`src/rtl/nvm_pkg.sv`:
```
package nvm_pkg;
   localparam int DATA_W    = 32;
   localparam int ER_W      = 3;
   localparam int SR_RD_OK  = 2;
   localparam int SR_WR_OK  = 3;
   localparam int SR_ER_OK  = 4;
   localparam int SR_WP_LSB = 5;
   localparam int CR_ER_LSB = 20;
   localparam int CR_WP_LSB = 23;
   localparam logic [ER_W-1:0] ER_NONE = 3'd7;

   typedef enum logic [2:0] {
      ST_IDLE,
      ST_ERASE,
      ST_PROG,
      ST_VERIFY,
      ST_READ
   } nvm_state_e;

   function automatic logic [1:0] busy_code(nvm_state_e s);
      case (s)
         ST_ERASE:           return 2'd1;
         ST_PROG, ST_VERIFY: return 2'd2;
         ST_READ:            return 2'd3;
         default:            return 2'd0;
      endcase
   endfunction
endpackage

```
`src/rtl/nvm_timer.sv`:
```
module nvm_timer #(
   parameter int W = 4
) (
   input  logic         clk,
   input  logic         rst,
   input  logic         load,
   input  logic [W-1:0] load_val,
   input  logic         run,
   output logic         last
);
   logic [W-1:0] cnt;

   always_ff @(posedge clk) begin
      if (rst)                      cnt <= '0;
      else if (load)                cnt <= load_val;
      else if (run && cnt != '0)    cnt <= cnt - W'(1);
   end

   assign last = run && (cnt == W'(1));
endmodule

```
`src/rtl/nvm_array.sv`:
```
module nvm_array #(
   parameter int SECTORS      = 4,
   parameter int SECTOR_WORDS = 16,
   localparam int WORDS = SECTORS * SECTOR_WORDS,
   localparam int AW    = $clog2(WORDS),
   localparam int SEC_W = $clog2(SECTORS)
) (
   input  logic             clk,
   input  logic             er_en,
   input  logic [SEC_W-1:0] er_sec,
   input  logic             pg_en,
   input  logic [AW-1:0]    addr,
   input  logic [31:0]      pg_data,
   output logic [31:0]      rd_data
);
   logic [31:0] mem [WORDS];

   always_ff @(posedge clk) begin
      if (er_en) begin
         for (int i = 0; i < WORDS; i++) begin
            if (i / SECTOR_WORDS == int'(er_sec)) mem[i] <= '1;
         end
      end else if (pg_en) begin
         mem[addr] <= mem[addr] & pg_data;
      end
   end

   assign rd_data = mem[addr];
endmodule

```
`src/rtl/nvm_seq.sv`:
```
module nvm_seq
   import nvm_pkg::*;
#(
   parameter int SECTORS      = 4,
   parameter int SECTOR_WORDS = 16,
   parameter int ERASE_CYCLES = 8,
   parameter int PROG_CYCLES  = 3,
   parameter int READ_CYCLES  = 1,
   localparam int WORDS  = SECTORS * SECTOR_WORDS,
   localparam int AW     = $clog2(WORDS),
   localparam int OFF_W  = $clog2(SECTOR_WORDS),
   localparam int SEC_W  = $clog2(SECTORS),
   localparam int MAX_EP = (ERASE_CYCLES > PROG_CYCLES) ? ERASE_CYCLES : PROG_CYCLES,
   localparam int MAX_C  = (MAX_EP > READ_CYCLES) ? MAX_EP : READ_CYCLES,
   localparam int TW     = $clog2(MAX_C + 1)
) (
   input  logic              clk,
   input  logic              rst,
   input  logic              req,
   input  logic              we,
   input  logic              cfg_sel,
   input  logic [AW-1:0]     addr,
   input  logic [DATA_W-1:0] wdata,
   output logic              ack,
   output logic [DATA_W-1:0] rdata,
   output logic              er_en,
   output logic [SEC_W-1:0]  er_sec,
   output logic              pg_en,
   output logic [AW-1:0]     mem_addr,
   output logic [DATA_W-1:0] pg_data,
   input  logic [DATA_W-1:0] mem_rdata,
   output logic [DATA_W-1:0] sr_o,
   output logic [DATA_W-1:0] cr_o
);
   nvm_state_e        state;
   logic [SECTORS-1:0] wp;
   logic [ER_W-1:0]   er_fld;
   logic              ok_rd, ok_wr, ok_er;
   logic [AW-1:0]     addr_q;
   logic [DATA_W-1:0] wdata_q;
   logic [SEC_W-1:0]  er_sec_q;

   logic              take, cfg_rd, acc, a_prot, er_valid;
   logic              start_er, start_pg, start_rd, tm_load, tm_last, run;
   logic [SEC_W-1:0]  a_sec, er_tgt;
   logic [ER_W-1:0]   new_fld;
   logic [SECTORS-1:0] new_wp;
   logic [TW-1:0]     tm_val;

   always_comb begin
      sr_o = '0;
      sr_o[1:0]                  = busy_code(state);
      sr_o[SR_RD_OK]             = ok_rd;
      sr_o[SR_WR_OK]             = ok_wr;
      sr_o[SR_ER_OK]             = ok_er;
      sr_o[SR_WP_LSB +: SECTORS] = wp;
      cr_o = '0;
      cr_o[CR_ER_LSB +: ER_W]    = er_fld;
      cr_o[CR_WP_LSB +: SECTORS] = wp;
   end

   always_comb begin
      take     = req && !ack;
      cfg_rd   = take && cfg_sel && !we;
      acc      = take && (state == ST_IDLE) && !cfg_rd;
      a_sec    = addr[AW-1:OFF_W];
      a_prot   = (int'(a_sec) >= SECTORS) || wp[a_sec];
      new_fld  = wdata[CR_ER_LSB +: ER_W];
      new_wp   = wdata[CR_WP_LSB +: SECTORS];
      er_valid = (new_fld != '0) && (int'(new_fld) <= SECTORS);
      er_tgt   = SEC_W'(new_fld - ER_W'(1));
      start_er = acc && cfg_sel && addr[0] && er_valid && !new_wp[er_tgt];
      start_pg = acc && !cfg_sel && we && !a_prot;
      start_rd = acc && !cfg_sel && !we;
      tm_load  = start_er || start_pg || start_rd;
      tm_val   = start_er ? TW'(ERASE_CYCLES) :
                 start_pg ? TW'(PROG_CYCLES)  : TW'(READ_CYCLES);
      run      = (state == ST_ERASE) || (state == ST_PROG) || (state == ST_READ);
   end

   nvm_timer #(.W(TW)) tmr_i (
      .clk      (clk),
      .rst      (rst),
      .load     (tm_load),
      .load_val (tm_val),
      .run      (run),
      .last     (tm_last)
   );

   always_ff @(posedge clk) begin
      ack <= 1'b0;
      if (rst) begin
         state    <= ST_IDLE;
         wp       <= '1;
         er_fld   <= ER_NONE;
         ok_rd    <= 1'b0;
         ok_wr    <= 1'b0;
         ok_er    <= 1'b0;
         addr_q   <= '0;
         wdata_q  <= '0;
         er_sec_q <= '0;
         rdata    <= '0;
      end else begin
         if (cfg_rd) begin
            ack   <= 1'b1;
            rdata <= addr[0] ? cr_o : sr_o;
         end
         if (acc) begin
            addr_q  <= addr;
            wdata_q <= wdata;
            rdata   <= '0;
            if (cfg_sel) begin
               ack <= 1'b1;
               if (addr[0]) begin
                  wp     <= new_wp;
                  er_fld <= new_fld;
                  if (start_er) begin
                     state    <= ST_ERASE;
                     er_sec_q <= er_tgt;
                  end else if (er_valid) begin
                     ok_er <= 1'b0;
                  end
               end
            end else if (we) begin
               if (start_pg) state <= ST_PROG;
               else begin
                  ok_wr <= 1'b0;
                  ack   <= 1'b1;
               end
            end else begin
               state <= ST_READ;
            end
         end
         case (state)
            ST_ERASE: if (tm_last) begin
               state <= ST_IDLE;
               ok_er <= 1'b1;
            end
            ST_PROG: if (tm_last) state <= ST_VERIFY;
            ST_VERIFY: begin
               ok_wr <= (mem_rdata == wdata_q);
               ack   <= 1'b1;
               state <= ST_IDLE;
            end
            ST_READ: if (tm_last) begin
               rdata <= mem_rdata;
               ok_rd <= 1'b1;
               ack   <= 1'b1;
               state <= ST_IDLE;
            end
            default: ;
         endcase
      end
   end

   assign er_en    = (state == ST_ERASE) && tm_last;
   assign er_sec   = er_sec_q;
   assign pg_en    = (state == ST_PROG) && tm_last;
   assign mem_addr = addr_q;
   assign pg_data  = wdata_q;
endmodule

```
`src/rtl/nvm_ctrl.sv`:
```
module nvm_ctrl
   import nvm_pkg::*;
#(
   parameter int SECTORS      = 4,
   parameter int SECTOR_WORDS = 16,
   parameter int ERASE_CYCLES = 8,
   parameter int PROG_CYCLES  = 3,
   parameter int READ_CYCLES  = 1,
   localparam int AW    = $clog2(SECTORS * SECTOR_WORDS),
   localparam int SEC_W = $clog2(SECTORS)
) (
   input  logic          clk,
   input  logic          rst,
   input  logic          req,
   input  logic          we,
   input  logic          cfg_sel,
   input  logic [AW-1:0] addr,
   input  logic [31:0]   wdata,
   output logic          ack,
   output logic [31:0]   rdata
);
   generate
      if (SECTORS < 2 || SECTORS > 6) begin : g_bad_sectors
         $error("SECTORS must lie in 2..6 to fit the erase field");
      end
      if (SECTOR_WORDS < 2 || (SECTOR_WORDS & (SECTOR_WORDS - 1)) != 0) begin : g_bad_words
         $error("SECTOR_WORDS must be a power of two, at least 2");
      end
      if (ERASE_CYCLES < 1 || PROG_CYCLES < 1 || READ_CYCLES < 1) begin : g_bad_lat
         $error("all latencies must be at least one cycle");
      end
   endgenerate

   logic              er_en, pg_en;
   logic [SEC_W-1:0]  er_sec;
   logic [AW-1:0]     mem_addr;
   logic [31:0]       pg_data, mem_rdata, sr_w, cr_w;

   nvm_seq #(
      .SECTORS      (SECTORS),
      .SECTOR_WORDS (SECTOR_WORDS),
      .ERASE_CYCLES (ERASE_CYCLES),
      .PROG_CYCLES  (PROG_CYCLES),
      .READ_CYCLES  (READ_CYCLES)
   ) seq_i (
      .clk       (clk),
      .rst       (rst),
      .req       (req),
      .we        (we),
      .cfg_sel   (cfg_sel),
      .addr      (addr),
      .wdata     (wdata),
      .ack       (ack),
      .rdata     (rdata),
      .er_en     (er_en),
      .er_sec    (er_sec),
      .pg_en     (pg_en),
      .mem_addr  (mem_addr),
      .pg_data   (pg_data),
      .mem_rdata (mem_rdata),
      .sr_o      (sr_w),
      .cr_o      (cr_w)
   );

   nvm_array #(
      .SECTORS      (SECTORS),
      .SECTOR_WORDS (SECTOR_WORDS)
   ) array_i (
      .clk     (clk),
      .er_en   (er_en),
      .er_sec  (er_sec),
      .pg_en   (pg_en),
      .addr    (mem_addr),
      .pg_data (pg_data),
      .rd_data (mem_rdata)
   );
endmodule


```
`config.mk`:
```
export PLATFORM = sky130hd
export DESIGN_NAME = nvm_ctrl
export DESIGN_NICKNAME = d
export VERILOG_FILES = /design/src/rtl/nvm_pkg.sv /design/src/rtl/nvm_timer.sv /design/src/rtl/nvm_array.sv /design/src/rtl/nvm_seq.sv /design/src/rtl/nvm_ctrl.sv
export SDC_FILE = /design/constraint.sdc
export NUM_CORES = 2
export LEC_CHECK = 0
export BUFFER_PORTS_ARGS = -buffer_cell sky130_fd_sc_hd__clkbuf_2
export CORE_MARGIN = 2
export CORE_UTILIZATION = 50
export CTS_BUF_LIST = sky130_fd_sc_hd__clkbuf_4 sky130_fd_sc_hd__clkbuf_8
export DETAILED_ROUTE_END_ITERATION = 8
export PLACE_DENSITY = 0.65
export SKIP_LAST_GASP = 1
export SLEW_MARGIN = 10
export SYNTH_ARGS = -nofsm -noshare
export SYNTH_HDL_FRONTEND = slang
export SYNTH_HIERARCHICAL = 1
export SYNTH_SLANG_ARGS = --single-unit
```
`constraint.sdc`:
```
create_clock -name clk -period 14.7 [get_ports clk]
set_input_delay 0.735 -clock clk [delete_from_list [all_inputs] [get_ports clk]]
set_output_delay 0.735 -clock clk [all_outputs]
set_load 0.03 [all_outputs]
```
After elaboration in Yosys (flattened, before gate mapping)

Memories as Yosys holds them, arrays and structs flattened. A register that Yosys moved wholly into a read port is not among the register bits.
Cells that the tools add are included.

Order comparisons: 3
Equality and inequality tests: 11
$add $sub $neg: 2
Reductions and logical operators: 90
Bitwise operators: 1
Multiplexer cells: 206

Operators with widths:

| operator                                                                      | count |
|---|---|
| 32-bit two-way mux                                                            | 53 |
| 32-bit OR reduction                                                           | 49 |
| 6-bit two-way mux                                                             | 51 |
| 1-bit two-way mux                                                             | 84 |
| 32-bit bitwise AND                                                            | 1 |
| 32-bit equality test                                                          | 1 |
| 27-bit two-way mux                                                            | 1 |
| 3-bit two-way mux                                                             | 8 |
| 1-bit logical AND                                                             | 18 |
| 4-bit two-way mux                                                             | 3 |
| 3-bit one-hot mux with 3 select lines                                         | 1 |
| 4-bit AND reduction                                                           | 2 |
| 3-bit by 2-bit equality test with 1-bit output (second input constant)        | 2 |
| 1-bit logical NOT                                                             | 6 |
| 2-bit by 3-bit less-than comparator with 1-bit output (second input constant) | 2 |
| 2-bit one-hot mux with 3 select lines                                         | 1 |
| 2-bit nonzero test                                                            | 3 |
| 1-bit binary-select mux with 2-bit select                                     | 2 |
| 2-bit equality test (first input constant)                                    | 2 |
| 4-bit by 1-bit equality test with 1-bit output (second input constant)        | 1 |
| 1-bit logical OR                                                              | 4 |
| 4-bit nonzero test                                                            | 1 |
| 2-bit OR reduction                                                            | 2 |
| 4-bit by 1-bit subtractor with 4-bit output (second input constant)           | 1 |
| 14 further kinds                                                              | 14 |

Logic and storage cells: 326
Bits in writable memories: 2048
Output and inout bits: 33
Input bits: 43
Register bits after elaboration: 90
Memories kept: 1

Memory list:

| name        | words | bits a word | rd ports | clocked after memory_dff | wr ports | line            | RTL |
|---|---|---|---|---|---|---|---|
| array_i.mem | 64    | 32          | 1        | 1                        | 16       | nvm_array.sv:16 | `logic [31:0] mem [WORDS];` |

Longest topological paths before layout

Word-level depth: 16
Depth in mapped cells: 15
Depth with buffers taken out: 11

Cells and area by module

The synthesis kept the hierarchy.

By module, submodules not included:

| module    | area an instance (um^2) | cells an instance | instances | sequential area each (um^2) |
|---|---|---|---|---|
| nvm_array | 90759.5                 | 7272              | 1         | 61499.0 |
| nvm_seq   | 4176.5                  | 511               | 1         | 1721.7 |
| nvm_timer | 264.0                   | 30                | 1         | 80.1 |

Worst setup path before layout

OpenSTA, ideal clock, no wires.

Kind: reg-to-reg
From: register seq_i.state[1]
To: memory array_i.mem[15][0] (enable)
Data required time: 14234 ps
Setup slack: 8998 ps
Period minus slack after synthesis: 5702 ps
Cell stages (with the launch flop): 10
Library setup time: 466 ps
Data arrival time: 5236 ps
Path buffers: 2
Cell sequence: dfxtp_1 > clkbuf_1 > xnor2_1 > o21ai_0 > nor4bb_1 > nor4bb_1 > nor3b_1 > nand2_1 > clkbuf_1 > o21ai_0

RTL lines:

| element                | line            | RTL |
|---|---|---|
| from (decl)            | nvm_seq.sv:35   | `nvm_state_e state;` |
| from (signal assigned) | nvm_seq.sv:93   | `state <= ST_IDLE;` |
| from (signal assigned) | nvm_seq.sv:118  | `state <= ST_ERASE;` |
| from (signal assigned) | nvm_seq.sv:125  | `if (start_pg) state <= ST_PROG;` |
| to (decl)              | nvm_array.sv:16 |  |

==> results.ini <==
[run_status]
status = complete, but fails checks
violations = capacitance limit

[floorplanning]
die_area_um2 = 193000
core_area_um2 = 188000
initial_utilization = 0.504
dieWidth_um = 439
die_y_um = 439
io_pins = 76
num_rows = 159

[power]
total_leakage_power_uw = 0.0358
powerDensity_nw_per_um2 = 118
ir_worst_vdd_mv = 0.0871
finalPower_uw = 12500

[sta]
setup_violations = 0
tns_ns = 0
hold_viol = 0
min_period_ns = 6.82
timing.final.crit_share = 0.464
rsz0062_at_grt = false
tightest_slew_ns = 1.47
fmax_mhz = 147
clock_skew_ns = 0.0947
slew_headroom = 0.0148
slew_viol_final = 0

[global_route]
grt_max_degree = 204
grt_pass1_vias = 67300
grt_overflow_total = 0
grt_pass1_wl_mm = 500
gr-usage-all-layers = 0.365
antenna_found_initial = 12

[clocking]
postCtsResizedCells = 0
post-cts-setup-buffer-count = 0
path_clk_slew_ns = 0.07
htreeDepth = 5
cts_root_buf = clkbuf_8
clk_latency_ns = 1.15
cts_made_buffers = 366
cts.sinks = 2138
clk_path_buf_depth = 4
cts_tree = yes

[critical_path]
crit_top_cell = buf_4
crit_chain = buf_4 > nor2_4 > buf_4 > buf_4 > nand2_1 > a22oi_1 > o2111ai_1 > o41ai_4 > buf_4 > nand2_1
cp_slowest_cell = a22oi_1
crit_start = seq_i/mem_addr[1]
criticalPathCategory = register to register
cp_max_fo = 64
worstRegToRegCells = 10
r2r_start = seq_i/mem_addr[1]
end_kind = register
worst_ep_arrival_time_ns = 7.61
required_ns = 15.49
critPathLaunchType = register
critical_path.max_stage_delay_ns = 0.92

[run]
maxCapViolations = 1

[min_path]
hold_depth = 3
hold_class = primary input to register
hold_path.startpoint = addr[0]

[routing]
wirelength_mm = 357
drc_errors = 0
ant_nets = 0
drtPass1Iterations = 6
vias_per_cell = 6.73
routedWlPerCell_um = 34.1
dr_total_vias = 70500
drt_iter0_drc = 11700

[yosys]
synthesis.area_um2 = 94800
synthesis.nets = 7804
avgSynthCellArea_um2 = 12.2
yosys_warnings = 6
syn_inst = 7758

[placed_design]
place.gp.congestion = 0.988
hpwl_mm = 210
port_buffers = 75

[cells_and_area]
syn2layout_area_growth_pct = 11.1
final_common_cell = nand2_1
mostFrequentLayoutCells = nand2_1, edfxtp_1, clkbuf_8
layout-drive-gt1-share = 0.165
final_net_count = 7772
utilization = 0.560

==> through the flow <==
stage	hold WS [ns]	area, µm²	cells	worst slack [ns]
floorplan	0.433	94800	7758	9.00
global placement	0.452	98100	9810	8.14
detailed placement	0.464	98200	9813	8.47
CTS	0.00754	105000	10500	8.42
global route	0.0542	105000	10500	8.10
finish	0.0478	105000	10500	7.88
==> what timing repair did <==
action | 4_1_cts | 5_1_grt
endpoints found under the setup margin | 0 | 0
hold endpoints to repair | 45 | 0
hold buffers | 39 | 0
==> layout make-up <==
type,count,area [µm²]
fillers,15400,82700
repair buffers,432,3220
flip-flops and latches,2138,63300
multi-input cells,4775,28900
diodes,6,15.0
clock buffers,485,5970
well taps,2495,3120
inverters,13,52.6
clock inverters,134,732
==> critical path, delay by kind of cell (launching register included) <==
kind,cells,cell delay [ns]
DFF,1,0.59
and+or+nand+nor,3,0.92
AOI/OAI and AO/OA,3,1.99
buffers and inverters,4,2.66
==> metal layers <==
layer / wire length, µm / share of wire / up-vias / GRT usage
met5: 278 / 0.00078 / - / 0.00844
met3: 54000 / 0.15 / 1166 / 0.135
met1: 125000 / 0.35 / 34900 / 0.466
met4: 26300 / 0.074 / 14 / 0.230
li1: - / - / 28600 / -
met2: 152000 / 0.43 / 5812 / 0.524
==> worst paths after layout <==
kind | endpoint | slack, ns
max | array_i/mem[23][23] | 7.88
min reg2reg | seq_i/rdata[9] | 0.47
min | seq_i/mem_addr[0] | 0.05
max reg2reg | array_i/mem[23][23] | 7.88
==> sequential cells by signal, indices dropped and copies added (netlist names) <==
name,count
seq_i/er_sec,2
seq_i/wp,4
seq_i/ok_er,1
seq_i/mem_addr,6
seq_i/ok_wr,1
seq_i/ok_rd,1
seq_i/ack,1
seq_i/er_fld,3
array_i/mem,2048
seq_i/pg_data,32
seq_i/state,3
seq_i/rdata,32
seq_i/tmr_i/cnt,4
==> where the power goes <==
part | internal (µW) | switching [µW]
clock network | 2720 | 2510
registers | 6580 | 30.0
logic | 143 | 471
total | 9450 | 3020
(Power assumes the default switching activity.)
